**config.mk**
```make
export PLATFORM = sky130hd
export DESIGN_NAME = snap_timer
export DESIGN_NICKNAME = d
export VERILOG_FILES = /design/src/rtl/snap_timer_pkg.sv /design/src/rtl/snap_timer_prescale.sv /design/src/rtl/snap_timer_count.sv /design/src/rtl/snap_timer_match.sv /design/src/rtl/snap_timer.sv
export SDC_FILE = /design/constraint.sdc
export NUM_CORES = 1
export LEC_CHECK = 0
export ABC_AREA = 1
export BUFFER_PORTS_ARGS = -buffer_cell sky130_fd_sc_hd__buf_4
export CAP_MARGIN = 20
export CORE_ASPECT_RATIO = 1.4
export CORE_MARGIN = 10
export CORE_UTILIZATION = 45
export CTS_BUF_LIST = sky130_fd_sc_hd__clkbuf_8
export CTS_CLUSTER_DIAMETER = 40
export DETAILED_ROUTE_END_ITERATION = 10
export PLACE_DENSITY = 0.58
export SYNTH_ARGS = -nofsm -noshare
export SYNTH_HDL_FRONTEND = slang
export SYNTH_HIERARCHICAL = 1
export SYNTH_SLANG_ARGS = --single-unit
export TNS_END_PERCENT = 5
```
**constraint.sdc**
```tcl
create_clock -name clk -period 3.25 [get_ports clk]
set_input_delay 0 -clock clk [delete_from_list [all_inputs] [get_ports clk]]
set_output_delay 0 -clock clk [all_outputs]
set_load 0.02 [all_outputs]
```
**src/rtl/snap_timer_pkg.sv**
```systemverilog
// Package: register offsets and channel constants shared by the timer modules.
// Assumes a byte-addressed bus with word-aligned registers.
package snap_timer_pkg;
    localparam int ADDR_W    = 8;
    localparam int MATCH_CNT = 6;
    localparam int WDOG_CH   = 5;

    typedef logic [ADDR_W-1:0] ofs_t;

    localparam ofs_t OFS_CNT_LO = 8'h00;
    localparam ofs_t OFS_CNT_HI = 8'h04;
    localparam ofs_t OFS_MATCH0 = 8'h08;
    localparam ofs_t OFS_STATUS = 8'h20;
    localparam ofs_t OFS_IRQ_EN = 8'h24;
    localparam ofs_t OFS_WDOG   = 8'h28;
    localparam ofs_t OFS_DIV    = 8'h2C;
    localparam ofs_t OFS_LATCH  = 8'h30;
    localparam ofs_t OFS_SNAP_L = 8'h34;
    localparam ofs_t OFS_SNAP_H = 8'h38;

    // Byte offset of match register n.
    function automatic ofs_t match_ofs(input int n);
        return OFS_MATCH0 + ofs_t'(4 * n);
    endfunction
endpackage

```
**src/rtl/snap_timer_prescale.sv**
```systemverilog
// Prescaler: emits a one-cycle tick every 2*(div_val+1) clocks.
// Assumes div_val is stable except at the cycle it is written; restart zeroes the phase.
module snap_timer_prescale #(
    parameter int DIV_W = 32
) (
    input  logic             clk,
    input  logic             rst_n,
    input  logic [DIV_W-1:0] div_val,
    input  logic             restart,
    output logic             tick
);
    localparam int PC_W = DIV_W + 1;

    logic [PC_W-1:0] phase_q;

    // Tick on the last phase of the period, which is 2*div+1.
    assign tick = (phase_q == {div_val, 1'b1});

    // Phase counter: wraps on a tick and restarts on a divider write.
    always_ff @(posedge clk) begin
        if (!rst_n)                phase_q <= '0;
        else if (restart || tick)  phase_q <= '0;
        else                       phase_q <= phase_q + 1'b1;
    end


    tick_spacing_chk: assert property (@(posedge clk) disable iff (!rst_n)
        tick |=> !tick);
endmodule

```
**src/rtl/snap_timer_count.sv**
```systemverilog
// 64-bit counter made of two presettable halves, with a one-cycle snapshot copy.
// Assumes wr_lo and wr_hi are mutually exclusive; a preset suppresses that cycle's increment.
module snap_timer_count #(
    parameter int HALF_W = 32
) (
    input  logic                clk,
    input  logic                rst_n,
    input  logic                tick,
    input  logic                wr_lo,
    input  logic                wr_hi,
    input  logic [HALF_W-1:0]   wdata,
    input  logic                latch,
    output logic [2*HALF_W-1:0] cnt,
    output logic [2*HALF_W-1:0] snap,
    output logic [HALF_W-1:0]   lo_next,
    output logic                inc
);
    localparam int CNT_W = 2 * HALF_W;

    logic [CNT_W-1:0] cnt_q;
    logic [CNT_W-1:0] snap_q;
    logic [CNT_W-1:0] cnt_plus;

    assign cnt_plus = cnt_q + 1'b1;
    assign inc      = tick && !wr_lo && !wr_hi;
    assign lo_next  = cnt_plus[HALF_W-1:0];
    assign cnt      = cnt_q;
    assign snap     = snap_q;

    // Live counter: preset one half, otherwise step on a tick.
    always_ff @(posedge clk) begin
        if (!rst_n)     cnt_q <= '0;
        else if (wr_lo) cnt_q <= {cnt_q[CNT_W-1:HALF_W], wdata};
        else if (wr_hi) cnt_q <= {wdata, cnt_q[HALF_W-1:0]};
        else if (inc)   cnt_q <= cnt_plus;
    end

    // Snapshot: copy the pre-edge counter on a latch command.
    always_ff @(posedge clk) begin
        if (!rst_n)     snap_q <= '0;
        else if (latch) snap_q <= cnt_q;
    end


    cnt_hold_chk: assert property (@(posedge clk) disable iff (!rst_n)
        (!tick && !wr_lo && !wr_hi) |=> $stable(cnt_q));

    preset_wins_chk: assert property (@(posedge clk) disable iff (!rst_n)
        wr_lo |=> cnt_q[HALF_W-1:0] == $past(wdata));

    snap_hold_chk: assert property (@(posedge clk) disable iff (!rst_n)
        !latch |=> $stable(snap_q));

    snap_copy_chk: assert property (@(posedge clk) disable iff (!rst_n)
        latch |=> snap_q == $past(cnt_q));
endmodule

```
**src/rtl/snap_timer_match.sv**
```systemverilog
// One match channel: compare register, edge-detected hit and a sticky write-1-to-clear status bit.
// Assumes inc marks a cycle in which the counter steps to lo_next.
module snap_timer_match #(
    parameter int HALF_W = 32
) (
    input  logic              clk,
    input  logic              rst_n,
    input  logic              wr,
    input  logic [HALF_W-1:0] wdata,
    input  logic              inc,
    input  logic [HALF_W-1:0] lo_next,
    input  logic              clr,
    output logic [HALF_W-1:0] mval,
    output logic              hit,
    output logic              status
);
    logic [HALF_W-1:0] mval_q;
    logic              stat_q;

    assign hit    = inc && (lo_next == mval_q);
    assign mval   = mval_q;
    assign status = stat_q;

    // Compare value register.
    always_ff @(posedge clk) begin
        if (!rst_n)  mval_q <= '0;
        else if (wr) mval_q <= wdata;
    end

    // Sticky status: a hit sets it and beats a same-cycle clear.
    always_ff @(posedge clk) begin
        if (!rst_n)   stat_q <= 1'b0;
        else if (hit) stat_q <= 1'b1;
        else if (clr) stat_q <= 1'b0;
    end


    hit_sets_chk: assert property (@(posedge clk) disable iff (!rst_n)
        hit |=> status);

    clear_chk: assert property (@(posedge clk) disable iff (!rst_n)
        (clr && !hit) |=> !status);
endmodule

```
**src/rtl/snap_timer.sv**
```systemverilog
// Top: register decode, match channels, interrupt combine and watchdog request.
// Assumes a single-cycle bus: writes are taken on the edge and reads are combinational.
module snap_timer
    import snap_timer_pkg::*;
#(
    parameter int HALF_W = 32,
    parameter int DIV_W  = 32
) (
    input  logic              clk,
    input  logic              rst_n,
    input  logic              bus_we,
    input  logic [7:0]        bus_addr,
    input  logic [HALF_W-1:0] bus_wdata,
    output logic [HALF_W-1:0] bus_rdata,
    output logic              irq,
    output logic              wdog_rst_req
);
    localparam int CNT_W = 2 * HALF_W;

    logic [CNT_W-1:0]                 cnt, snap;
    logic [HALF_W-1:0]                lo_next;
    logic                             tick, inc;
    logic [MATCH_CNT-1:0]             hit, status, ie_q;
    logic [MATCH_CNT-1:0][HALF_W-1:0] mval;
    logic [DIV_W-1:0]                 div_q;
    logic                             wde_q, irq_q, wdog_q;
    logic                             we_div, we_stat;

    assign we_div  = bus_we && (bus_addr == OFS_DIV);
    assign we_stat = bus_we && (bus_addr == OFS_STATUS);

    snap_timer_prescale #(.DIV_W(DIV_W)) u_prescale (
        .clk(clk), .rst_n(rst_n), .div_val(div_q), .restart(we_div), .tick(tick)
    );

    snap_timer_count #(.HALF_W(HALF_W)) u_count (
        .clk(clk), .rst_n(rst_n), .tick(tick),
        .wr_lo(bus_we && (bus_addr == OFS_CNT_LO)),
        .wr_hi(bus_we && (bus_addr == OFS_CNT_HI)),
        .wdata(bus_wdata),
        .latch(bus_we && (bus_addr == OFS_LATCH) && bus_wdata[0]),
        .cnt(cnt), .snap(snap), .lo_next(lo_next), .inc(inc)
    );

    for (genvar n = 0; n < MATCH_CNT; n++) begin : g_ch
        snap_timer_match #(.HALF_W(HALF_W)) u_match (
            .clk(clk), .rst_n(rst_n),
            .wr(bus_we && (bus_addr == match_ofs(n))),
            .wdata(bus_wdata), .inc(inc), .lo_next(lo_next),
            .clr(we_stat && bus_wdata[n]),
            .mval(mval[n]), .hit(hit[n]), .status(status[n])
        );
    end

    // Control registers: enable mask, watchdog arm bit, divider.
    always_ff @(posedge clk) begin
        if (!rst_n) begin
            ie_q  <= '0;
            wde_q <= 1'b0;
            div_q <= '0;
        end else if (bus_we) begin
            if (bus_addr == OFS_IRQ_EN) ie_q  <= bus_wdata[MATCH_CNT-1:0];
            if (bus_addr == OFS_WDOG)   wde_q <= bus_wdata[0];
            if (bus_addr == OFS_DIV)    div_q <= bus_wdata[DIV_W-1:0];
        end
    end

    // Registered interrupt: enabled status bits ORed together.
    always_ff @(posedge clk) begin
        if (!rst_n) irq_q <= 1'b0;
        else        irq_q <= |(status & ie_q);
    end

    // Watchdog request: set by an armed channel hit, held until reset.
    always_ff @(posedge clk) begin
        if (!rst_n)                        wdog_q <= 1'b0;
        else if (hit[WDOG_CH] && wde_q)    wdog_q <= 1'b1;
    end

    // Read mux: fixed registers, then match registers; anything else reads zero.
    always_comb begin
        bus_rdata = '0;
        case (bus_addr)
            OFS_CNT_LO: bus_rdata = cnt[HALF_W-1:0];
            OFS_CNT_HI: bus_rdata = cnt[CNT_W-1:HALF_W];
            OFS_STATUS: bus_rdata[MATCH_CNT-1:0] = status;
            OFS_IRQ_EN: bus_rdata[MATCH_CNT-1:0] = ie_q;
            OFS_WDOG:   bus_rdata[0] = wde_q;
            OFS_DIV:    bus_rdata[DIV_W-1:0] = div_q;
            OFS_SNAP_L: bus_rdata = snap[HALF_W-1:0];
            OFS_SNAP_H: bus_rdata = snap[CNT_W-1:HALF_W];
            default:    ;
        endcase
        for (int n = 0; n < MATCH_CNT; n++) begin
            if (bus_addr == match_ofs(n)) bus_rdata = mval[n];
        end
    end

    assign irq          = irq_q;
    assign wdog_rst_req = wdog_q;


    wdog_cause_chk: assert property (@(posedge clk) disable iff (!rst_n)
        $rose(wdog_q) |-> $past(hit[WDOG_CH] && wde_q));

    wdog_sticky_chk: assert property (@(posedge clk) disable iff (!rst_n)
        wdog_q |=> wdog_q);

    irq_mask_chk: assert property (@(posedge clk) disable iff (!rst_n)
        (ie_q == '0) |=> !irq_q);
endmodule

```
==> out/metrics.yaml, run 1 <==
outcome: "complete, no violations"
grt_start_max_net_pins: 103
critPathArrivalTime_ns: 3.71
synth_area_mm2: 0.02468
cts_buffer_depth: 3
min_to: "u_count/snap[0]"
crit_fanout: 6
skew_ns: 0.03791
holdPathStages: 5
p_per_area_mw_per_mm2: 403.2
fin_crit_sh_pct: 95.60
fmax_mhz: 321.9
post-cts-setup-buffer-count: 0
layout.nets: 4354
dieArea_mm2: 0.06475
max_slew.worst_pin.slew_ns: 1.098
htree_levels: 3
via_count: 26780
worstHoldStart: "bus_addr[5]"
power_mw: 11.52
utilization_pct: 52.57
power_frac_comb_pct: 8.4
grt_pass1_wl_um: 158000
fin_ws_ns: 0.1430
whs_ns: 0.06774
grt_pass1_vias: 25480
clk_latency_ns: 0.70
power_frac_seq_pct: 43.1
r2r_cells: 15
drt_iter0_markers: 2484
rr_startpoint: "u_count/cnt[4]"
p_sw_mw: 3.162
finalHoldViolCount: 0
finalMaxSlewViolations: 0
synth.avg_cell_area_um2: 5.950
syn_nets: 4193
reg2reg_slack_ns: 0.14
drc_errors: 0
crit_required_ns: 3.85
relSlewSlack_pct: 26.77
dp.cells: 4911
sw_frac_of_total_pct: 27.45
drt-vias-per-instance: 5.262
dieWidth_um: 217.9
drv_cap: 0
clkPwrFrac_pct: 48.5
ir_drop_uv: 278.9
hp-class: "input pin to flip-flop"
grt_antenna_before_repair: 1
ys_warn_count: 6
fin_tns_setup_ns: 0
criticalPathCategory: "flip-flop to flip-flop"
grt_usage_pct: 31.92
cts.sinks: 400
coreArea_mm2: 0.05434
ant_nets: 0
syn_inst: 4148
grt_overflow_total: 0
start_util_pct: 45.42
r2r-end: "wdog_rst_req"
place_hpwl_um: 80480
clkTransAtPathRegs_ns: 0.07
drtPass1Iterations: 6
post_drt_wl_per_cell_um: 20.84
drive_gt1_share_pct: 10.69
startpoint_type: "flip-flop"
place_congestion: 1.049
cts_tree: "done"
intPower_mw: 8.356
areaGrowthSynthToFinish_pct: 15.74
design_area_mm2: 0.02856
io_pins: 77
wl_um: 106100
numCtsBuffers: 76
io_buffers: 76
die_h_um: 297.1
place_area_mm2: 0.02642
finalSetupViolCount: 0
row_count: 101
instances_no_fill: 5090
end_kind: "flip-flop"
period_needed_ns: 3.107
cts_root_buf: "clkbuf_8"
dp_slack_ns: 0.01253
p_leak_nw: 12.01
critical path: stages (launching register included):
cell and delay, ns:
dfxtp_1 0.47, nand2_1 0.14, nor2_2 0.17, nand2_2 0.11, nor2_1 0.37, nand2_1 0.25, xnor2_1 0.41, inv_1 0.08
nand2_1 0.09, nand4_1 0.12, nor3_2 0.18, nand3_1 0.11, nor2_2 0.22, buf_4 0.16, a21oi_1 0.05, nor2_1 0.09
placed cells by master, fill, tap and decap left out, types with 5 or more instances in the layout:
cell type,n
xor2_1,44
nor2_1,711
nand2_2,30
nand3_1,206
buf_12,8
xnor2_1,64
clkbuf_8,104
nand3b_1,8
nand4_1,90
o21ai_0,273
o21ai_1,52
nor3_2,5
or2_0,5
nand2_1,1195
xnor2_2,7
clkinv_2,12
inv_2,25
nor2_2,32
a21oi_1,232
dlygate4sd3_1,41
buf_4,195
a31oi_1,30
a21oi_2,6
dfxtp_1,400
nor2_4,16
or2_2,10
inv_1,512
nor3_1,15
power by group through the flow:
stage	combinational (mW)	sequential [mW]	clock (mW)
after floorplan	0.505	5.05	0
after global placement	0.915	5.07	0
after detailed placement	0.912	5.07	0
after CTS	0.948	4.97	5.64
after global routing	1.04	4.97	5.85
final	0.967	4.97	5.58
registers in the layout, summed over array words and instances, names as in the netlist, 6 cells and up:
register,flops
div_q,32
u_count/snap,64
ie_q,6
g_ch.u_match/mval,192
u_prescale/phase_q,33
g_ch.u_match/status,6
u_count/cnt,64
worst max-delay path by stage:
stage | start | endpoint | slack, ns | cells after the start
4_1_cts | u_count/cnt[1] | wdog_rst_req | 0.08 | 16
5_1_grt | u_prescale/phase_q[4] | wdog_rst_req | -0.01 | 18
6_report | u_count/cnt[4] | wdog_rst_req | 0.14 | 15
3_3_place_gp | u_prescale/phase_q[23] | wdog_rst_req | 0.01 | 15
2_1_floorplan | u_count/cnt[0] | wdog_rst_req | 0.66 | 14
3_5_place_dp | u_prescale/phase_q[23] | wdog_rst_req | 0.01 | 15
layer usage:
layer,vias to the layer above,GRT usage [%],share of wire [%],wire (um)
met3,288,4.242,6.1,6473
met1,12180,36.47,38,40640
met4,0,18.85,6.2,6627
met5,-,0,0,0
li1,13330,-,-,-
met2,979,55.44,49,52310
layout make-up:
cell class	instances	area, um^2
fill	5828	25770
antenna	1	2.502
sequential	400	8008
clock buffer	103	1418
timing repair buffer	245	2048
clock inverter	34	274.0
multi-input combinational	3059	13930
tap	721	902.1
inverter	527	1978
timing repair:
action	4_1_cts	5_1_grt
hold endpoints to repair	322	0
resized for setup	1	7
endpoints found under the setup margin	1	3
pin swaps	0	0
hold buffers	41	0
(Power assumes the default switching activity.)
==> run 2: changes to the inputs <==
--- a/config.mk
+++ b/config.mk
@@ -8,12 +8,13 @@
 export ABC_AREA = 1
 export BUFFER_PORTS_ARGS = -buffer_cell sky130_fd_sc_hd__buf_4
 export CAP_MARGIN = 20
-export CORE_ASPECT_RATIO = 1.4
+export CORE_ASPECT_RATIO = 1.25
 export CORE_MARGIN = 10
 export CORE_UTILIZATION = 45
 export CTS_BUF_LIST = sky130_fd_sc_hd__clkbuf_8
 export CTS_CLUSTER_DIAMETER = 40
 export DETAILED_ROUTE_END_ITERATION = 10
+export GPL_TIMING_DRIVEN = 0
 export PLACE_DENSITY = 0.58
 export SYNTH_ARGS = -nofsm -noshare
 export SYNTH_HDL_FRONTEND = slang
==> run 2 against run 1 <==
  * The run now ends with setup timing left
  * Hold slack better by 0.017 ns
  * Non-clock buffer count increased by 92
  * Worst setup slack got worse by 0.15 ns
  * First-iteration DRC count is 5.2% lower
  * Sequential power hardly changed
  * Power is 8.2% higher
  * Clock-buffer cell count down 3
  * Critical path depth decreased by 1
  * Critical path type unchanged
  * Critical endpoint unchanged
  * Largest power group unchanged
==> out/metrics.yaml, run 2 (synthesized netlist as in run 1, its figures left out) <==
outcome: "finished, violations left"
violations: "setup timing"
max_slew.worst_pin.slew_ns: 1.245  # +0.1467 ns
p_per_area_mw_per_mm2: 421.6  # +4.6%
dieWidth_um: 229.5  # +5.3%
crit_required_ns: 3.87  # +0.02 ns
grt_overflow_total: 0  # unchanged
drive_gt1_share_pct: 12.17  # +1.5 points
clk_latency_ns: 0.70  # about the same
grt_start_max_net_pins: 30  # -71%
crit_fanout: 7  # +1
drtPass1Iterations: 6  # unchanged
grt_usage_pct: 34.51  # +2.6 points
r2r_cells: 14  # -1
power_mw: 12.46  # +8.2%
final_common_cell: "nand2_1"
cpMaxStageDelayCell: "dfxtp_2"
ant_nets: 0  # unchanged
drt-vias-per-instance: 5.304  # +0.80%
row_count: 95  # -5.9%
cts.sinks: 400  # unchanged
finalSetupViolCount: 2  # +2
clkTransAtPathRegs_ns: 0.07  # about the same
place_congestion: 1.049  # about the same
place_hpwl_um: 89410  # +11%
grt_pass1_vias: 26310  # +3.2%
rsz0062_at_grt: "true"
fin_tns_setup_ns: -0.01440  # -0.01440 ns
cts_buffer_depth: 3  # unchanged
start_util_pct: 45.64  # +0.22 points
die_h_um: 281.8  # -5.1%
drc_errors: 0  # unchanged
areaGrowthSynthToFinish_pct: 19.74
holdPathStages: 5  # unchanged
finalMaxSlewViolations: 0  # unchanged
io_buffers: 76  # unchanged
drv_cap: 0  # unchanged
numCtsBuffers: 81  # +6.6%
p_leak_nw: 12.41  # +3.3%
utilization_pct: 54.64  # +2.1 points
layout.nets: 4453  # +2.3%
htree_levels: 3  # unchanged
ir_drop_uv: 314.7  # +13%
layout_common_cells: "nand2_1, nor2_1, inv_1"
io_pins: 77  # unchanged
post_drt_wl_per_cell_um: 22.16  # +6.3%
cts_root_buf: "clkbuf_8"
grt_antenna_before_repair: 2  # +1
critPathMaxStageDelay_ns: 0.43  # -0.04 ns
hp-class: "input pin to flip-flop"
relSlewSlack_pct: 16.72  # -10 points
fmax_mhz: 306.6  # -4.7%
criticalPathCategory: "flip-flop to flip-flop"
fin_crit_sh_pct: 100.4  # +4.8 points
cts_tree: "done"
period_needed_ns: 3.262  # +0.1549 ns
largest_reg_flops: 192  # unchanged
dieArea_mm2: 0.06467  # -0.11%
crit_top_cell: "nor2_1"
fin_ws_ns: -0.01191  # -0.1549 ns
skew_ns: 0.03362  # -0.004284 ns
grt_pass1_wl_um: 166500  # +5.4%
coreArea_mm2: 0.05408  # -0.47%
end_kind: "flip-flop"
startpoint_type: "flip-flop"
via_count: 27570  # +2.9%
finalHoldViolCount: 0  # unchanged
critPathArrivalTime_ns: 3.88  # +0.17 ns
drt_iter0_markers: 2355  # -5.2%
wl_um: 115100  # +8.6%
cp_cell_sequence: "nand2_1, nor2_1, nand2_1, nor2_1, nand2_4, xnor2_2, buf_4, nand2_2, o211ai_1, nor3_1, nand3_1, nor2_4, a21oi_1, nor2_1"
run 2: worst paths after layout:
| path | start | end | slack [ns] |
|---|---|---|---|
| hold reg to reg | wdog_rst_req | wdog_rst_req | 0.47 |
| setup / recovery | u_count/cnt[21] | wdog_rst_req | -0.01 |
| setup reg to reg | u_count/cnt[21] | wdog_rst_req | -0.01 |
| hold / removal | rst_n | u_prescale/phase_q[32] | 0.09 |
run 2: cell type report:
class	instances	area (um^2)
Clock inverter	44	574.3
Clock buffer	100	1376
Sequential cell	400	8044
Inverter	527	1986
Multi-Input combinational cell	3061	14340
Fill cell	5861	24530
Timing Repair Buffer	176	1485
Tap cell	727	909.6
Antenna cell	1	2.502
Buffer	161	833.3
run 2: routing by layer:
| metal | share of wire, % | track usage (%) |
|---|---|---|
| met1 | 38 | 37.77 |
| met2 | 48 | 60.10 |
| met5 | 0.0061 | 0 |
| met3 | 6.0 | 4.475 |
| met4 | 8.3 | 26.72 |
run 2: worst max-delay path, delay by kind of cell, from the launching register on:
family	cells	cell delay [ns]
compound gates	2	0.24
xor+xnor	1	0.30
buf+inv	1	0.21
flops	1	0.43
simple gates	10	1.96
run 2: what timing repair did:
| action | in CTS | in global routing |
|---|---|---|
| cloned | 2 | 0 |
| resized for setup | 66 | 42 |
| setup endpoints to repair | 7 | 27 |
| hold buffers | 51 | 0 |
| pin swaps | 8 | 17 |
| buffers inserted | 14 | 15 |
| hold endpoints to repair | 300 | 0 |
run 2: stage by stage:
| stage | cells | hold WS [ns] | area, um^2 | setup slack, ns |
|---|---|---|---|---|
| after floorplan | 4148 | 0.1349 | 24680 | 0.6609 |
| after global routing | 5197 | 0.06581 | 29550 | -0.1252 |
| after detailed placement | 4968 | 0.3742 | 26340 | -1.254 |
| final | 5197 | 0.08524 | 29550 | -0.01191 |
| after global placement | 4951 | 0.3691 | 26160 | -1.648 |
| after CTS | 5178 | 0.02814 | 29230 | -0.06516 |
run 2: report_power, final:
group	internal (mW)	switching, mW	total (mW)
sequential	4.93	0.0348	4.96
clock	3.90	2.52	6.42
combinational	0.293	0.780	1.07
